<file path="src/rtl/usbphy_seq_pkg.sv">
package usbphy_seq_pkg;

  typedef enum logic [2:0] {
    ST_IDLE,
    ST_CLK_WAIT,
    ST_POR_WAIT,
    ST_WR_REQ,
    ST_WR_WAIT,
    ST_UTMI_WAIT,
    ST_OFF_POR,
    ST_OFF_CLK
  } seq_state_e;

  localparam logic [2:0] CKEN_PORT = 3'd0;
  localparam logic [7:0] CKEN_ADDR = 8'h06;
  localparam logic [7:0] CKEN_DATA = 8'h04;

  // microseconds to clock cycles, rounded up, never zero
  function automatic int unsigned wait_cycles(int unsigned us, int unsigned khz);
    int unsigned c;
    c = (us * khz + 999) / 1000;
    return (c == 0) ? 1 : c;
  endfunction

  function automatic int unsigned max4(int unsigned a, int unsigned b,
                                       int unsigned c, int unsigned d);
    int unsigned m;
    m = a;
    if (b > m) m = b;
    if (c > m) m = c;
    if (d > m) m = d;
    return m;
  endfunction

endpackage

</file>
<file path="src/rtl/usbphy_seq_timer.sv">
module usbphy_seq_timer #(
  parameter int TW = 8
) (
  input  logic          clk,
  input  logic          rst_n,
  input  logic          start,
  input  logic [TW-1:0] len,
  output logic          expired
);
  logic [TW-1:0] cnt;
  logic          run;

  always_ff @(posedge clk or negedge rst_n) begin
    if (!rst_n) begin
      cnt <= '0;
      run <= 1'b0;
    end else if (start) begin
      cnt <= len - TW'(1);
      run <= 1'b1;
    end else if (run) begin
      if (cnt == '0) run <= 1'b0;
      else           cnt <= cnt - TW'(1);
    end
  end

  assign expired = run && (cnt == '0);
endmodule

</file>
<file path="src/rtl/usbphy_seq_reqs.sv">
module usbphy_seq_reqs #(
  parameter int NPORT = 2,
  parameter int IW    = 1
) (
  input  logic             clk,
  input  logic             rst_n,
  input  logic [NPORT-1:0] init_req,
  input  logic [NPORT-1:0] exit_req,
  input  logic [NPORT-1:0] take_init,
  input  logic [NPORT-1:0] take_exit,
  output logic             pick_valid,
  output logic             pick_exit,
  output logic [IW-1:0]    pick_idx
);
  logic [NPORT-1:0] pend_init, pend_exit;

  always_ff @(posedge clk or negedge rst_n) begin
    if (!rst_n) begin
      pend_init <= '0;
      pend_exit <= '0;
    end else begin
      pend_init <= (pend_init & ~take_init) | init_req;
      pend_exit <= (pend_exit & ~take_exit) | exit_req;
    end
  end

  // exits first, then lowest index
  always_comb begin
    pick_exit  = |pend_exit;
    pick_valid = pick_exit || (|pend_init);
    pick_idx   = '0;
    for (int i = NPORT - 1; i >= 0; i--) begin
      if (pick_exit ? pend_exit[i] : pend_init[i]) pick_idx = IW'(i);
    end
  end
endmodule

</file>
<file path="src/rtl/usbphy_seq_fsm.sv">
module usbphy_seq_fsm
  import usbphy_seq_pkg::*;
#(
  parameter int          NPORT = 2,
  parameter int          IW    = 1,
  parameter int          TW    = 8,
  parameter int unsigned T_REF = 1,
  parameter int unsigned T_POR = 1,
  parameter int unsigned T_WCK = 1,
  parameter int unsigned T_PRT = 1
) (
  input  logic             clk,
  input  logic             rst_n,
  input  logic             pick_valid,
  input  logic             pick_exit,
  input  logic [IW-1:0]    pick_idx,
  input  logic             tmr_done,
  input  logic             wr_ack,
  output logic [NPORT-1:0] take_init,
  output logic [NPORT-1:0] take_exit,
  output logic             tmr_start,
  output logic [TW-1:0]    tmr_len,
  output logic             refclk_en,
  output logic             por_hold,
  output logic [NPORT-1:0] utmi_hold,
  output logic [NPORT-1:0] active,
  output logic             wr_req,
  output logic             busy
);
  seq_state_e       st, nxt;
  logic [IW-1:0]    cur;
  logic [NPORT-1:0] sel;
  logic             rel_now;
  logic [IW-1:0]    rel_idx;

  assign sel = NPORT'(1) << pick_idx;

  always_comb begin
    nxt       = st;
    tmr_start = 1'b0;
    tmr_len   = '0;
    take_init = '0;
    take_exit = '0;
    unique case (st)
      ST_IDLE: if (pick_valid) begin
        if (pick_exit) begin
          take_exit = sel;
          if (((active & sel) != '0) && ((active & ~sel) == '0)) nxt = ST_OFF_POR;
        end else begin
          take_init = sel;
          if ((active & sel) == '0) begin
            tmr_start = 1'b1;
            if (active == '0) begin nxt = ST_CLK_WAIT;  tmr_len = TW'(T_REF); end
            else              begin nxt = ST_UTMI_WAIT; tmr_len = TW'(T_PRT); end
          end
        end
      end
      ST_CLK_WAIT: if (tmr_done) begin
        nxt = ST_POR_WAIT; tmr_start = 1'b1; tmr_len = TW'(T_POR);
      end
      ST_POR_WAIT: if (tmr_done) nxt = ST_WR_REQ;
      ST_WR_REQ: if (wr_ack) begin
        nxt = ST_WR_WAIT; tmr_start = 1'b1; tmr_len = TW'(T_WCK);
      end
      ST_WR_WAIT: if (tmr_done) begin
        nxt = ST_UTMI_WAIT; tmr_start = 1'b1; tmr_len = TW'(T_PRT);
      end
      ST_UTMI_WAIT: if (tmr_done) nxt = ST_IDLE;
      ST_OFF_POR:   nxt = ST_OFF_CLK;
      default:      nxt = ST_IDLE;
    endcase
  end

  assign rel_now = (nxt == ST_UTMI_WAIT) && (st != ST_UTMI_WAIT);
  assign rel_idx = (st == ST_IDLE) ? pick_idx : cur;

  always_ff @(posedge clk or negedge rst_n) begin
    if (!rst_n) begin
      st        <= ST_IDLE;
      cur       <= '0;
      refclk_en <= 1'b0;
      por_hold  <= 1'b1;
      utmi_hold <= '1;
      active    <= '0;
    end else begin
      st <= nxt;
      if (st == ST_IDLE && pick_valid && !pick_exit) cur <= pick_idx;
      if (st == ST_IDLE && nxt == ST_CLK_WAIT) refclk_en <= 1'b1;
      if (st == ST_OFF_CLK) refclk_en <= 1'b0;
      if (st == ST_CLK_WAIT && nxt == ST_POR_WAIT) por_hold <= 1'b0;
      if (st == ST_OFF_POR) por_hold <= 1'b1;
      if (rel_now) utmi_hold[rel_idx] <= 1'b0;
      if (take_exit != '0) begin
        utmi_hold <= utmi_hold | (take_exit & active);
        active    <= active & ~take_exit;
      end
      if (st == ST_UTMI_WAIT && tmr_done) active[cur] <= 1'b1;
    end
  end

  assign wr_req = (st == ST_WR_REQ);
  assign busy   = (st != ST_IDLE);
endmodule

</file>
<file path="src/rtl/usbphy_pwr_seq.sv">
module usbphy_pwr_seq
  import usbphy_seq_pkg::*;
#(
  parameter int unsigned NPORT   = 2,
  parameter int unsigned CLK_KHZ = 50000,
  parameter int unsigned REF_US  = 100,
  parameter int unsigned POR_US  = 300,
  parameter int unsigned WCK_US  = 2000,
  parameter int unsigned PRT_US  = 2000
) (
  input  logic             clk,
  input  logic             rst_n,
  input  logic [NPORT-1:0] init_req,
  input  logic [NPORT-1:0] exit_req,
  input  logic             wr_ack,
  output logic [NPORT-1:0] port_up,
  output logic             busy,
  output logic             refclk_en,
  output logic             por_hold,
  output logic [NPORT-1:0] utmi_hold,
  output logic             wr_req,
  output logic [2:0]       wr_port,
  output logic [7:0]       wr_addr,
  output logic [7:0]       wr_data
);
  localparam int unsigned T_REF = wait_cycles(REF_US, CLK_KHZ);
  localparam int unsigned T_POR = wait_cycles(POR_US, CLK_KHZ);
  localparam int unsigned T_WCK = wait_cycles(WCK_US, CLK_KHZ);
  localparam int unsigned T_PRT = wait_cycles(PRT_US, CLK_KHZ);
  localparam int          TW    = $clog2(max4(T_REF, T_POR, T_WCK, T_PRT) + 1);
  localparam int          IW    = (NPORT > 1) ? $clog2(NPORT) : 1;

  logic [NPORT-1:0] take_init, take_exit;
  logic             pick_valid, pick_exit, tmr_start, tmr_done;
  logic [IW-1:0]    pick_idx;
  logic [TW-1:0]    tmr_len;

  usbphy_seq_reqs #(.NPORT(NPORT), .IW(IW)) u_reqs (
    .clk(clk), .rst_n(rst_n), .init_req(init_req), .exit_req(exit_req),
    .take_init(take_init), .take_exit(take_exit),
    .pick_valid(pick_valid), .pick_exit(pick_exit), .pick_idx(pick_idx)
  );

  usbphy_seq_timer #(.TW(TW)) u_tmr (
    .clk(clk), .rst_n(rst_n), .start(tmr_start), .len(tmr_len), .expired(tmr_done)
  );

  usbphy_seq_fsm #(
    .NPORT(NPORT), .IW(IW), .TW(TW),
    .T_REF(T_REF), .T_POR(T_POR), .T_WCK(T_WCK), .T_PRT(T_PRT)
  ) u_fsm (
    .clk(clk), .rst_n(rst_n),
    .pick_valid(pick_valid), .pick_exit(pick_exit), .pick_idx(pick_idx),
    .tmr_done(tmr_done), .wr_ack(wr_ack),
    .take_init(take_init), .take_exit(take_exit),
    .tmr_start(tmr_start), .tmr_len(tmr_len),
    .refclk_en(refclk_en), .por_hold(por_hold), .utmi_hold(utmi_hold),
    .active(port_up), .wr_req(wr_req), .busy(busy)
  );

  assign wr_port = CKEN_PORT;
  assign wr_addr = CKEN_ADDR;
  assign wr_data = CKEN_DATA;
endmodule

</file>
<file path="config.mk">
export PLATFORM = sky130hd
export DESIGN_NAME = usbphy_pwr_seq
export DESIGN_NICKNAME = d
export VERILOG_FILES = /design/src/rtl/usbphy_seq_pkg.sv /design/src/rtl/usbphy_seq_timer.sv /design/src/rtl/usbphy_seq_reqs.sv /design/src/rtl/usbphy_seq_fsm.sv /design/src/rtl/usbphy_pwr_seq.sv
export SDC_FILE = /design/constraint.sdc
export NUM_CORES = 1
export LEC_CHECK = 0
export BUFFER_PORTS_ARGS = -buffer_cell sky130_fd_sc_hd__buf_2
export CAP_MARGIN = 20
export CORE_MARGIN = 2
export CORE_UTILIZATION = 50
export DETAILED_ROUTE_END_ITERATION = 10
export GPL_TIMING_DRIVEN = 0
export PLACE_DENSITY = 0.72
export SLEW_MARGIN = 15
export SYNTH_ARGS = -nofsm -noshare
export SYNTH_HDL_FRONTEND = slang
export SYNTH_SLANG_ARGS = --single-unit
</file>
<file path="constraint.sdc">
create_clock -name clk -period 10.2 [get_ports clk]
set_input_delay 3.06 -clock clk [delete_from_list [all_inputs] [get_ports clk]]
set_output_delay 3.06 -clock clk [all_outputs]
set_load 0.03 [all_outputs]
</file>
==> impl_metrics.py, run 1 <==
metrics = {
    "outcome": {
        "status": "complete, no violations",
    },
    "global_route": {
        "grt_pass1_wl_um": 8176,
        "antenna_found_initial": 0,
        "grt_max_degree": 33,
        "first_global_vias": 1712,
        "grt_overflow": 0,
        "grt_use_total": 0.2083,
    },
    "sta": {
        "rsz0062_at_grt": "false",
        "finalWorstSetupSlack_ns": 4.411,
        "timing.final.setup_violations": 0,
        "hold_viol": 0,
        "final.min_clock_period_ns": 5.789,
        "fin_skew_ns": 0.009977,
        "post-route-period-util": 0.5675,
        "finalSetupTns_ns": 0,
        "max_slew.worst_pin.slew_ns": 0.7974,
        "final_max_slew_viol_count": 0,
        "slew_headroom": 0.4635,
        "fmax_mhz": 172.7,
    },
    "cells_and_area": {
        "area_growth_pct": 13.34,
        "drive_gt1_frac": 0.1918,
        "finalNonFillerCells": 342,
        "antenna-diode-count": 0,
        "final_nets": 299,
        "fillers": 372,
    },
    "hold_path": {
        "hold_path_end": "u_fsm.refclk_en",
        "hp-start": "u_fsm.refclk_en",
        "hold_path_depth": 2,
        "hold_path_class": "reg2reg",
    },
    "logic_synthesis": {
        "synth_top_flop_cell": "dfrtp_1",
        "synth_top_cells_by_count": "dfrtp_1 (29), nor2_1 (20), buf_4 (19), nand2_1 (19), o21ai_0 (17)",
        "synth_compound_area_frac": 0.2166,
        "ys_seq_elements": 32,
        "yosys_warnings": 0,
        "syn_area_um2": 2166,
        "yosys.area_share.simple": 0.2721,
        "synth_area_per_cell_um2": 8.561,
        "synth_area_leaders": "dfrtp_1 (34%), buf_4 (6.6%), o21ai_0 (3.9%)",
        "synth_most_common_cell": "dfrtp_1",
        "ys_types": 61,
        "muxShareOfSynthArea": 0.005199,
        "synth_top_family_by_area": "simple AND/OR/NAND/NOR gates",
        "synth_top_area_frac": 0.3351,
        "yosysTopAreaCell": "dfrtp_1",
        "synth_edf_count": 0,
        "synthArstFlopShare": 1.000,
        "yosys.area_share.xor_xnor": 0.02426,
        "syn_inst": 253,
        "synth_fa_ha_area_frac": 0.005777,
        "seq_area_frac_synth": 0.3715,
    },
    "detailed_routing": {
        "drt_pass1_iterations": 4,
        "drc": 0,
        "vias": 1943,
        "drt-wirelength-per-cell_um": 14.27,
        "ant_nets": 0,
        "finalWirelength_um": 4881,
        "drt_iter0_markers": 137,
        "vias_per_cell": 5.681,
    },
    "setup_path": {
        "worstSetupPathType": "in2reg",
        "regToRegStartpoint": "u_fsm.st[2]",
        "r2r-end": "u_tmr.cnt[10]",
        "cp.required_ns": 10.38,
        "cp_max_fo": 10,
        "cp-start-kind": "input pin",
        "path_buf_inv": 2,
        "critPathTopFamily": "simple AND/OR/NAND/NOR gates",
        "rrSetupSlack_ns": 5.76,
        "crit_arrival_ns": 5.97,
        "reg2reg_depth": 12,
        "slowest_stage": "or4b_2",
        "worstPathCellList": "buf_2 > nand3_1 > o211a_1 > clkbuf_1 > nand2_1 > ha_1 > or4b_2 > a211oi_1 > nand4bb_1 > and3_1 > o32a_1",
        "critPathMaxStageDelay_ns": 0.61,
        "cp-end-kind": "flip-flop",
    },
    "flow_run": {
        "maxCapViolCount": 0,
    },
    "floorplanning": {
        "rows": 23,
        "coreArea_um2": 4086,
        "die_area_um2": 4874,
        "die_w_um": 69.82,
        "initial_core_util": 0.5300,
        "pin_count": 34,
        "die_y_um": 69.82,
    },
    "clocking": {
        "clk_pin_slew_ns": 0.08,
        "hold_buffers": 0,
        "ctsResizeCount": 0,
        "cts_buffers": 5,
        "clkLatencyLatePin_ns": 0.29,
        "cts_tree": "built",
        "h-tree-depth": 2,
        "root_buffer": "clkbuf_8",
        "cts_setup_buffers": 0,
        "cts_max_path_buffers": 2,
        "clkSinkCount": 32,
    },
    "power": {
        "leakagePower_nw": 1.039,
        "p_per_area_nw_per_um2": 180.2,
        "finalPower_mw": 0.4424,
        "ir_drop_mv": 0.1062,
    },
    "placement": {
        "dpl.hpwl_um": 3600,
        "dp_slack_ns": 4.125,
        "port-buffer-count": 14,
        "routabilityCongestion": 0.8432,
        "dp.cells": 334,
    },
}
[through the flow]
stage / utilization / hold WS [ns] / instance area, um2
after global routing: 0.6007 / 0.5074 / 2455
after global placement: 0.5781 / 0.4548 / 2362
final: 0.6007 / 0.4715 / 2455
after floorplan: - / 0.4801 / 2230
after CTS: 0.6007 / 0.4832 / 2455
after detailed placement: 0.5781 / 0.4678 / 2362
[worst register-to-register path, cell delays in order, from the launching register on]
cell       delay [ns]
dfrtp_1          0.36
clkbuf_1         0.20
nor4_1           0.71
o211ai_1         0.36
o211a_1          0.26
clkbuf_1         0.26
nand2_1          0.14
ha_1             0.29
or4b_2           0.61
a211oi_1         0.30
nand4bb_1        0.25
and3_1           0.26
o32a_1           0.31
[per-layer routing]
metal  GRT usage  vias up  routed length [um]
met3     0.03634        6                 319
met1      0.3070      887                2310
met2      0.3122       75                2186
li1            -      975                   -
met4     0.06197        0                  63
met5           0        -                   0
[worst max-delay path by stage]
stage                     cells after the start             to  slack, ns  startpoint
after floorplan                              10  u_tmr.cnt[10]       4.66      wr_ack
after global routing                         11  u_tmr.cnt[10]       4.25      wr_ack
after CTS                                    11  u_tmr.cnt[10]       4.43      wr_ack
final                                        11  u_tmr.cnt[10]       4.41      wr_ack
after detailed placement                     11  u_tmr.cnt[10]       4.13      wr_ack
after global placement                       11  u_tmr.cnt[10]       4.10      wr_ack
[cell type report]
cell class / count / area, um2 / area share
Multi-Input combinational cell: 201 / 1206 / 0.4913
Sequential cell: 32 / 804.5 / 0.3277
Buffer: 30 / 192.7 / 0.07849
Clock buffer: 6 / 82.58 / 0.03364
Timing Repair Buffer: 14 / 70.07 / 0.02854
Tap cell: 50 / 62.56 / 0.02548
Inverter: 7 / 26.28 / 0.01070
Clock inverter: 2 / 10.01 / 0.004077
[layout by cell type, fill, tap and decap left out, types with 6 or more instances in the layout]
cell type,synthesis,routed
dfrtp_1,29,29
nor2_1,20,20
nand2_1,19,19
buf_4,19,19
conb_1,2,19
o21ai_0,17,17
buf_2,1,15
a21oi_1,12,12
or3_1,10,10
clkbuf_1,7,7
inv_1,7,7
nor2b_1,7,7
nor4_1,7,7
nor3_1,7,7
or4_1,6,6
nand3_1,6,6
o211ai_1,6,6
a31oi_1,6,6
clkbuf_8,0,6
[registers in the layout (all words and copies together), names as in the netlist]
register / flops
u_reqs.pend_init: 2
u_fsm.por_hold: 1
u_reqs.pend_exit: 2
u_tmr.run: 1
u_fsm.utmi_hold: 2
u_tmr.cnt: 17
u_fsm.refclk_en: 1
u_fsm.active: 2
u_fsm.st: 3
u_fsm.cur: 1
[kinds of logic after synthesis]
group,count (synthesis)
buf+inv,37
mux,1
simple gates,105
other cells,2
fa+ha+maj,1
flops,32
xor+xnor,6
compound gates,69
[power breakdown]
| group | internal, mW | total, mW | switching (mW) |
|---|---|---|---|
| Sequential | 0.159 | 0.193 | 0.0338 |
| Clock | 0.0539 | 0.103 | 0.0495 |
| Combinational | 0.0607 | 0.146 | 0.0858 |
| Total | 0.273 | 0.442 | 0.169 |
(Power assumes the default switching activity.)
==> inputs of run 2 (changes only) <==
--- a/config.mk
+++ b/config.mk
@@ -11,7 +11,7 @@
 export CORE_UTILIZATION = 50
 export DETAILED_ROUTE_END_ITERATION = 10
 export GPL_TIMING_DRIVEN = 0
-export PLACE_DENSITY = 0.72
+export PLACE_DENSITY = 0.75
 export SLEW_MARGIN = 15
 export SYNTH_ARGS = -nofsm -noshare
 export SYNTH_HDL_FRONTEND = slang
==> constraint.sdc (replaced) <==
create_clock -name clk -period 4.95 [get_ports clk]
set_input_delay 1.485 -clock clk [delete_from_list [all_inputs] [get_ports clk]]
set_output_delay 1.485 -clock clk [all_outputs]
set_load 0.03 [all_outputs]
==> impl_metrics.py, run 2 (synthesis results as in run 1) <==
metrics = {
    "global_route": {
        "grt_use_total": 0.2063,
        "grt_max_degree": 33,
        "grt_overflow": 0,
        "grt_pass1_wl_um": 8114,
        "first_global_vias": 1657,
        "antenna_found_initial": 0,
    },
    "sta": {
        "max_slew.worst_pin.slew_ns": 0.7948,
        "hold_viol": 0,
        "fin_skew_ns": 0.008215,
        "post-route-period-util": 0.9034,
        "final_max_slew_viol_count": 0,
        "slew_headroom": 0.4652,
        "final.min_clock_period_ns": 4.472,
        "timing.final.setup_violations": 0,
        "fmax_mhz": 223.6,
        "finalSetupTns_ns": 0,
        "rsz0062_at_grt": "false",
    },
    "cells_and_area": {
        "final_common_cell": "dfrtp_1",
        "final_cell_mix": "dfrtp_1 (29), nor2_1 (20), nand2_1 (19), buf_4 (19), conb_1 (19)",
        "final_nets": 299,
        "antenna-diode-count": 0,
        "largest-register": "u_tmr.cnt",
        "drive_gt1_frac": 0.1884,
        "final_util": 0.6044,
        "fin_area_um2": 2470,
        "top_regs": "u_tmr.cnt x17, u_fsm.st x3",
        "area_growth_pct": 14.04,
        "largest_reg_flops": 17,
    },
    "clocking": {
        "cts_setup_buffers": 0,
        "h-tree-depth": 2,
        "clk_pin_slew_ns": 0.07,
        "cts_max_path_buffers": 2,
        "hold_buffers": 0,
        "cts_tree": "built",
        "cts_buffers": 5,
        "clkSinkCount": 32,
        "ctsResizeCount": 0,
        "root_buffer": "clkbuf_8",
        "clkLatencyLatePin_ns": 0.29,
    },
    "power": {
        "pwr-share-seq": 0.419,
        "pwr-share-comb": 0.321,
        "swShare": 0.3649,
        "ir_drop_mv": 0.1735,
        "intPower_mw": 0.6020,
        "leakagePower_nw": 1.044,
        "p_per_area_nw_per_um2": 383.8,
        "p_sw_mw": 0.3459,
        "finalPower_mw": 0.9478,
        "clockPowerShare": 0.261,
    },
    "hold_path": {
        "hold_path_class": "reg2reg",
        "hold_path_end": "u_fsm.refclk_en",
        "hold_path_depth": 2,
        "hp-start": "u_fsm.refclk_en",
    },
    "detailed_routing": {
        "drt-wirelength-per-cell_um": 14.17,
        "finalWirelength_um": 4845,
        "drc": 0,
        "drt_iter0_markers": 198,
        "ant_nets": 0,
        "vias": 1954,
        "vias_per_cell": 5.713,
        "drt_pass1_iterations": 4,
    },
    "setup_path": {
        "cp_max_fo": 10,
        "r2r-end": "u_tmr.cnt[10]",
        "reg2reg_depth": 12,
        "regToRegStartpoint": "u_fsm.st[2]",
        "slowest_stage": "nor4_1",
        "crit_arrival_ns": 4.65,
        "cp-start-kind": "flip-flop",
        "cp-end-kind": "flip-flop",
        "worstSetupPathType": "reg2reg",
        "rrSetupSlack_ns": 0.48,
        "cpMostUsedCell": "clkbuf_1",
        "cp.required_ns": 5.13,
        "critPathMaxStageDelay_ns": 0.71,
        "worstPathCellList": "clkbuf_1 > nor4_1 > o211ai_1 > o211a_1 > clkbuf_1 > nand2_1 > ha_1 > or4b_2 > a211oi_1 > nand4bb_1 > and3_1 > o32a_1",
    },
    "floorplanning": {
        "die_y_um": 69.82,
        "die_area_um2": 4874,
        "die_w_um": 69.82,
        "pin_count": 34,
        "rows": 23,
        "coreArea_um2": 4086,
        "initial_core_util": 0.5300,
    },
    "placement": {
        "placed_cell_area_um2": 2362,
        "port-buffer-count": 14,
        "dpl.hpwl_um": 3526,
        "routabilityCongestion": 0.8404,
    },
    "outcome": {
        "status": "complete, no violations",
    },
    "flow_run": {
        "maxCapViolCount": 0,
    },
}
run 2: changes by cell type in the layout (fill, tap and decap cells not counted), sizes merged:
cell | previous run | this run
clkinv | 2 | 1
bufinv | 0 | 1
run 2: per-stage QoR:
stage                     instances  setup WS (ns)  hold slack [ns]
after floorplan                 270         0.9805           0.4801
after global placement          334         0.4382           0.4566
after detailed placement        334         0.4308           0.4798
after CTS                       342         0.5300           0.4943
after global routing            342        0.08767           0.5042
final                           342         0.4779           0.4781
run 2: final cells by class:
| type | instances | area (um2) |
|---|---|---|
| fill | 374 | 1617 |
| multi-input combinational | 201 | 1206 |
| sequential | 32 | 804.5 |
| buffer | 30 | 192.7 |
| clock buffer | 6 | 72.57 |
| timing repair buffer | 14 | 70.07 |
| tap | 50 | 62.56 |
| clock inverter | 2 | 35.03 |
| inverter | 7 | 26.28 |
run 2: critical path: cells and delay by family (launching register included):
kind                     cells  cell delay (ns)
AND/OR/NAND/NOR              5             1.98
AO/OA/AOI/OAI                4             1.25
buffers and inverters        2             0.47
flip-flops                   1             0.36
adder cells (fa/ha/maj)      1             0.30
run 2: how the worst max path moves through the flow:
stage	cells past startpoint	from	slack (ns)	end
floorplan	10	wr_ack	0.98	u_tmr.cnt[10]
global route	12	u_fsm.st[2]	0.09	u_tmr.cnt[10]
global placement	11	wr_ack	0.44	u_tmr.cnt[10]
detailed placement	11	wr_ack	0.43	u_tmr.cnt[10]
finish	12	u_fsm.st[2]	0.48	u_tmr.cnt[10]
CTS	12	u_fsm.st[2]	0.53	u_tmr.cnt[10]
run 2: power groups by stage:
stage | logic, mW | registers (mW) | clock network, mW
after floorplan | 0.235 | 0.396 | 0
final | 0.304 | 0.397 | 0.247
after global routing | 0.340 | 0.410 | 0.266
after global placement | 0.297 | 0.398 | 0
after detailed placement | 0.302 | 0.400 | 0
after CTS | 0.303 | 0.396 | 0.250
run 2: per-layer routing:
metal  wire [um]  vias up  share of wire  track usage
li1            -      976              -            -
met1        2444      921           0.50       0.3103
met2        2120       51           0.44       0.3016
met3         219        6          0.045      0.03924
met4          60        0          0.012      0.05769
met5           0        -              0            0
==> inputs of run 3 (changes only) <==
--- a/config.mk
+++ b/config.mk
@@ -11,7 +11,7 @@
 export CORE_UTILIZATION = 50
 export DETAILED_ROUTE_END_ITERATION = 10
 export GPL_TIMING_DRIVEN = 0
-export PLACE_DENSITY = 0.75
+export PLACE_DENSITY = 0.72
 export SLEW_MARGIN = 15
 export SYNTH_ARGS = -nofsm -noshare
 export SYNTH_HDL_FRONTEND = slang
==> constraint.sdc (replaced) <==
create_clock -name clk -period 4.3 [get_ports clk]
set_input_delay 1.29 -clock clk [delete_from_list [all_inputs] [get_ports clk]]
set_output_delay 1.29 -clock clk [all_outputs]
set_load 0.03 [all_outputs]
==> impl_metrics.py, run 3 (synthesis results as in run 1) <==
metrics = {
    "outcome": {
        "status": "complete, no violations",
    },
    "floorplanning": {
        "rows": 23,
        "pin_count": 34,
        "coreArea_um2": 4086,
        "die_w_um": 69.82,
        "die_y_um": 69.82,
        "initial_core_util": 0.5300,
        "die_area_um2": 4874,
    },
    "detailed_routing": {
        "drc": 0,
        "vias": 1953,
        "drt_pass1_iterations": 4,
        "drt-wirelength-per-cell_um": 14.39,
        "finalWirelength_um": 4920,
        "vias_per_cell": 5.711,
        "drt_iter0_markers": 158,
        "ant_nets": 0,
    },
    "power": {
        "clockPowerShare": 0.232,
        "pwr-share-comb": 0.335,
        "pwr-share-seq": 0.433,
        "p_per_area_nw_per_um2": 427.5,
        "swShare": 0.3840,
        "ir_drop_mv": 0.2549,
        "p_sw_mw": 0.4061,
        "leakagePower_nw": 1.044,
        "intPower_mw": 0.6515,
    },
    "clocking": {
        "cts_max_path_buffers": 2,
        "cts_tree": "built",
        "clk_pin_slew_ns": 0.08,
        "h-tree-depth": 2,
        "cts_buffers": 5,
        "clkLatencyLatePin_ns": 0.29,
        "hold_buffers": 0,
        "clkSinkCount": 32,
        "root_buffer": "clkbuf_8",
    },
    "global_route": {
        "grt_overflow": 0,
        "first_global_vias": 1714,
        "grt_use_total": 0.2089,
        "antenna_found_initial": 0,
        "grt_max_degree": 33,
        "grt_pass1_wl_um": 8183,
    },
    "setup_path": {
        "cp-start-kind": "flip-flop",
        "cp.required_ns": 4.48,
        "slowest_stage": "or4b_2",
        "worstSetupPathType": "reg2reg",
        "cpMostUsedCell": "or4_4",
        "cp-startpoint": "u_tmr.cnt[7]",
        "crit_arrival_ns": 4.29,
        "critPathMaxStageDelay_ns": 0.62,
        "worstPathCellList": "or4_4 > or4_4 > o211a_1 > clkbuf_2 > nand2_1 > ha_2 > or4b_2 > a211oi_2 > nand4bb_1 > and3_1 > o32a_1",
        "cp_max_fo": 10,
        "regToRegStartpoint": "u_tmr.cnt[7]",
        "cp-end-kind": "flip-flop",
    },
    "sta": {
        "max_slew.worst_pin.slew_ns": 0.7275,
        "slew_headroom": 0.5150,
        "rsz0062_at_grt": "false",
        "final.min_clock_period_ns": 4.115,
        "fin_skew_ns": 0.01106,
        "post-route-period-util": 0.9569,
        "hold_viol": 0,
        "timing.final.setup_violations": 0,
        "final_max_slew_viol_count": 0,
        "fmax_mhz": 243.0,
    },
    "placement": {
        "placed_cell_area_um2": 2362,
        "dpl.hpwl_um": 3600,
        "routabilityCongestion": 0.8432,
        "port-buffer-count": 14,
    },
    "cells_and_area": {
        "seq_area_um2": 804.5,
        "largest_reg_flops": 17,
        "final_util": 0.6053,
        "fillers": 367,
        "fin_area_um2": 2474,
        "final_nets": 299,
        "top_regs": "u_tmr.cnt x17, u_fsm.st x3",
        "drive_gt1_frac": 0.2089,
        "multi_input_area_um2": 1224,
        "area_growth_pct": 14.21,
        "final_cell_mix": "dfrtp_1 (29), nor2_1 (20), nand2_1 (19), buf_4 (19), conb_1 (19)",
        "antenna-diode-count": 0,
        "final_common_cell": "dfrtp_1",
        "largest-register": "u_tmr.cnt",
    },
    "flow_run": {
        "maxCapViolCount": 0,
    },
    "hold_path": {
        "hp-start": "u_fsm.refclk_en",
        "hold_path_class": "reg2reg",
    },
}
run 3: cell types whose count changed in the layout (fill, tap and decap cells not counted), sizes merged:
cell | previous run | this run
bufinv | 1 | 0
clkinv | 1 | 2
run 3: worst max-delay path, delay by kind of cell (launching register included):
kind                       cells  cell delay [ns]
adders and majority gates      1             0.25
AOI/OAI and AO/OA              3             0.86
buffers and inverters          1             0.23
and+or+nand+nor                6             2.26
DFF                            1             0.42
run 3: worst paths after layout:
check | end | slack (ns) | cells past startpoint
worst max-delay path | u_tmr.cnt[10] | 0.19 | 11
worst min-delay path | u_fsm.refclk_en | 0.47 | 2
worst max register to register | u_tmr.cnt[10] | 0.19 | 11
worst min register to register | u_fsm.refclk_en | 0.47 | 2
max in group asynchronous | u_tmr.cnt[2] | 2.77 | 1
min in group asynchronous | u_tmr.cnt[16] | 1.06 | 1
run 3: final cells by class:
type,instances,area share
well taps,50,0.02529
plain buffers,30,0.07840
clock buffers,6,0.03338
flip-flops and latches,32,0.3252
clock inverters,2,0.004047
inverters,7,0.01062
multi-input cells,201,0.4947
repair buffers,14,0.02833
run 3: per-stage QoR:
| stage | power [mW] | worst slack, ns | hold WS [ns] | setup TNS (ns) | std cells |
|---|---|---|---|---|---|
| floorplan | 0.7262 | 0.4389 | 0.4801 | 0 | 270 |
| global placement | 0.7996 | -0.1348 | 0.4548 | -0.1948 | 334 |
| detailed placement | 0.8080 | -0.07059 | 0.4678 | -0.07821 | 334 |
| CTS | 1.055 | 0.04681 | 0.4832 | 0 | 342 |
| global route | 1.128 | 0.03650 | 0.5074 | 0 | 342 |
| finish | 1.058 | 0.1851 | 0.4716 | 0 | 342 |
run 3: power by group through the flow:
stage | Sequential (mW) | Clock, mW | Combinational (mW)
after floorplan | 0.456 | 0 | 0.270
after global placement | 0.458 | 0 | 0.341
after detailed placement | 0.459 | 0 | 0.349
after CTS | 0.455 | 0.249 | 0.350
after global routing | 0.472 | 0.264 | 0.392
final | 0.458 | 0.245 | 0.354
run 3: layer usage:
metal / vias to the layer above / share of wire / wire length, um / GRT usage
met5: - / 0 / 0 / 0
met4: 0 / 0.013 / 63 / 0.06197
met3: 6 / 0.055 / 272 / 0.03634
met2: 67 / 0.45 / 2218 / 0.3153
met1: 907 / 0.48 / 2364 / 0.3061
li1: 973 / - / - / -
run 3: repair_timing:
item,4_1_cts,5_1_grt
endpoints found under the setup margin,2,2
buffers inserted,0,0
resized for setup,2,3
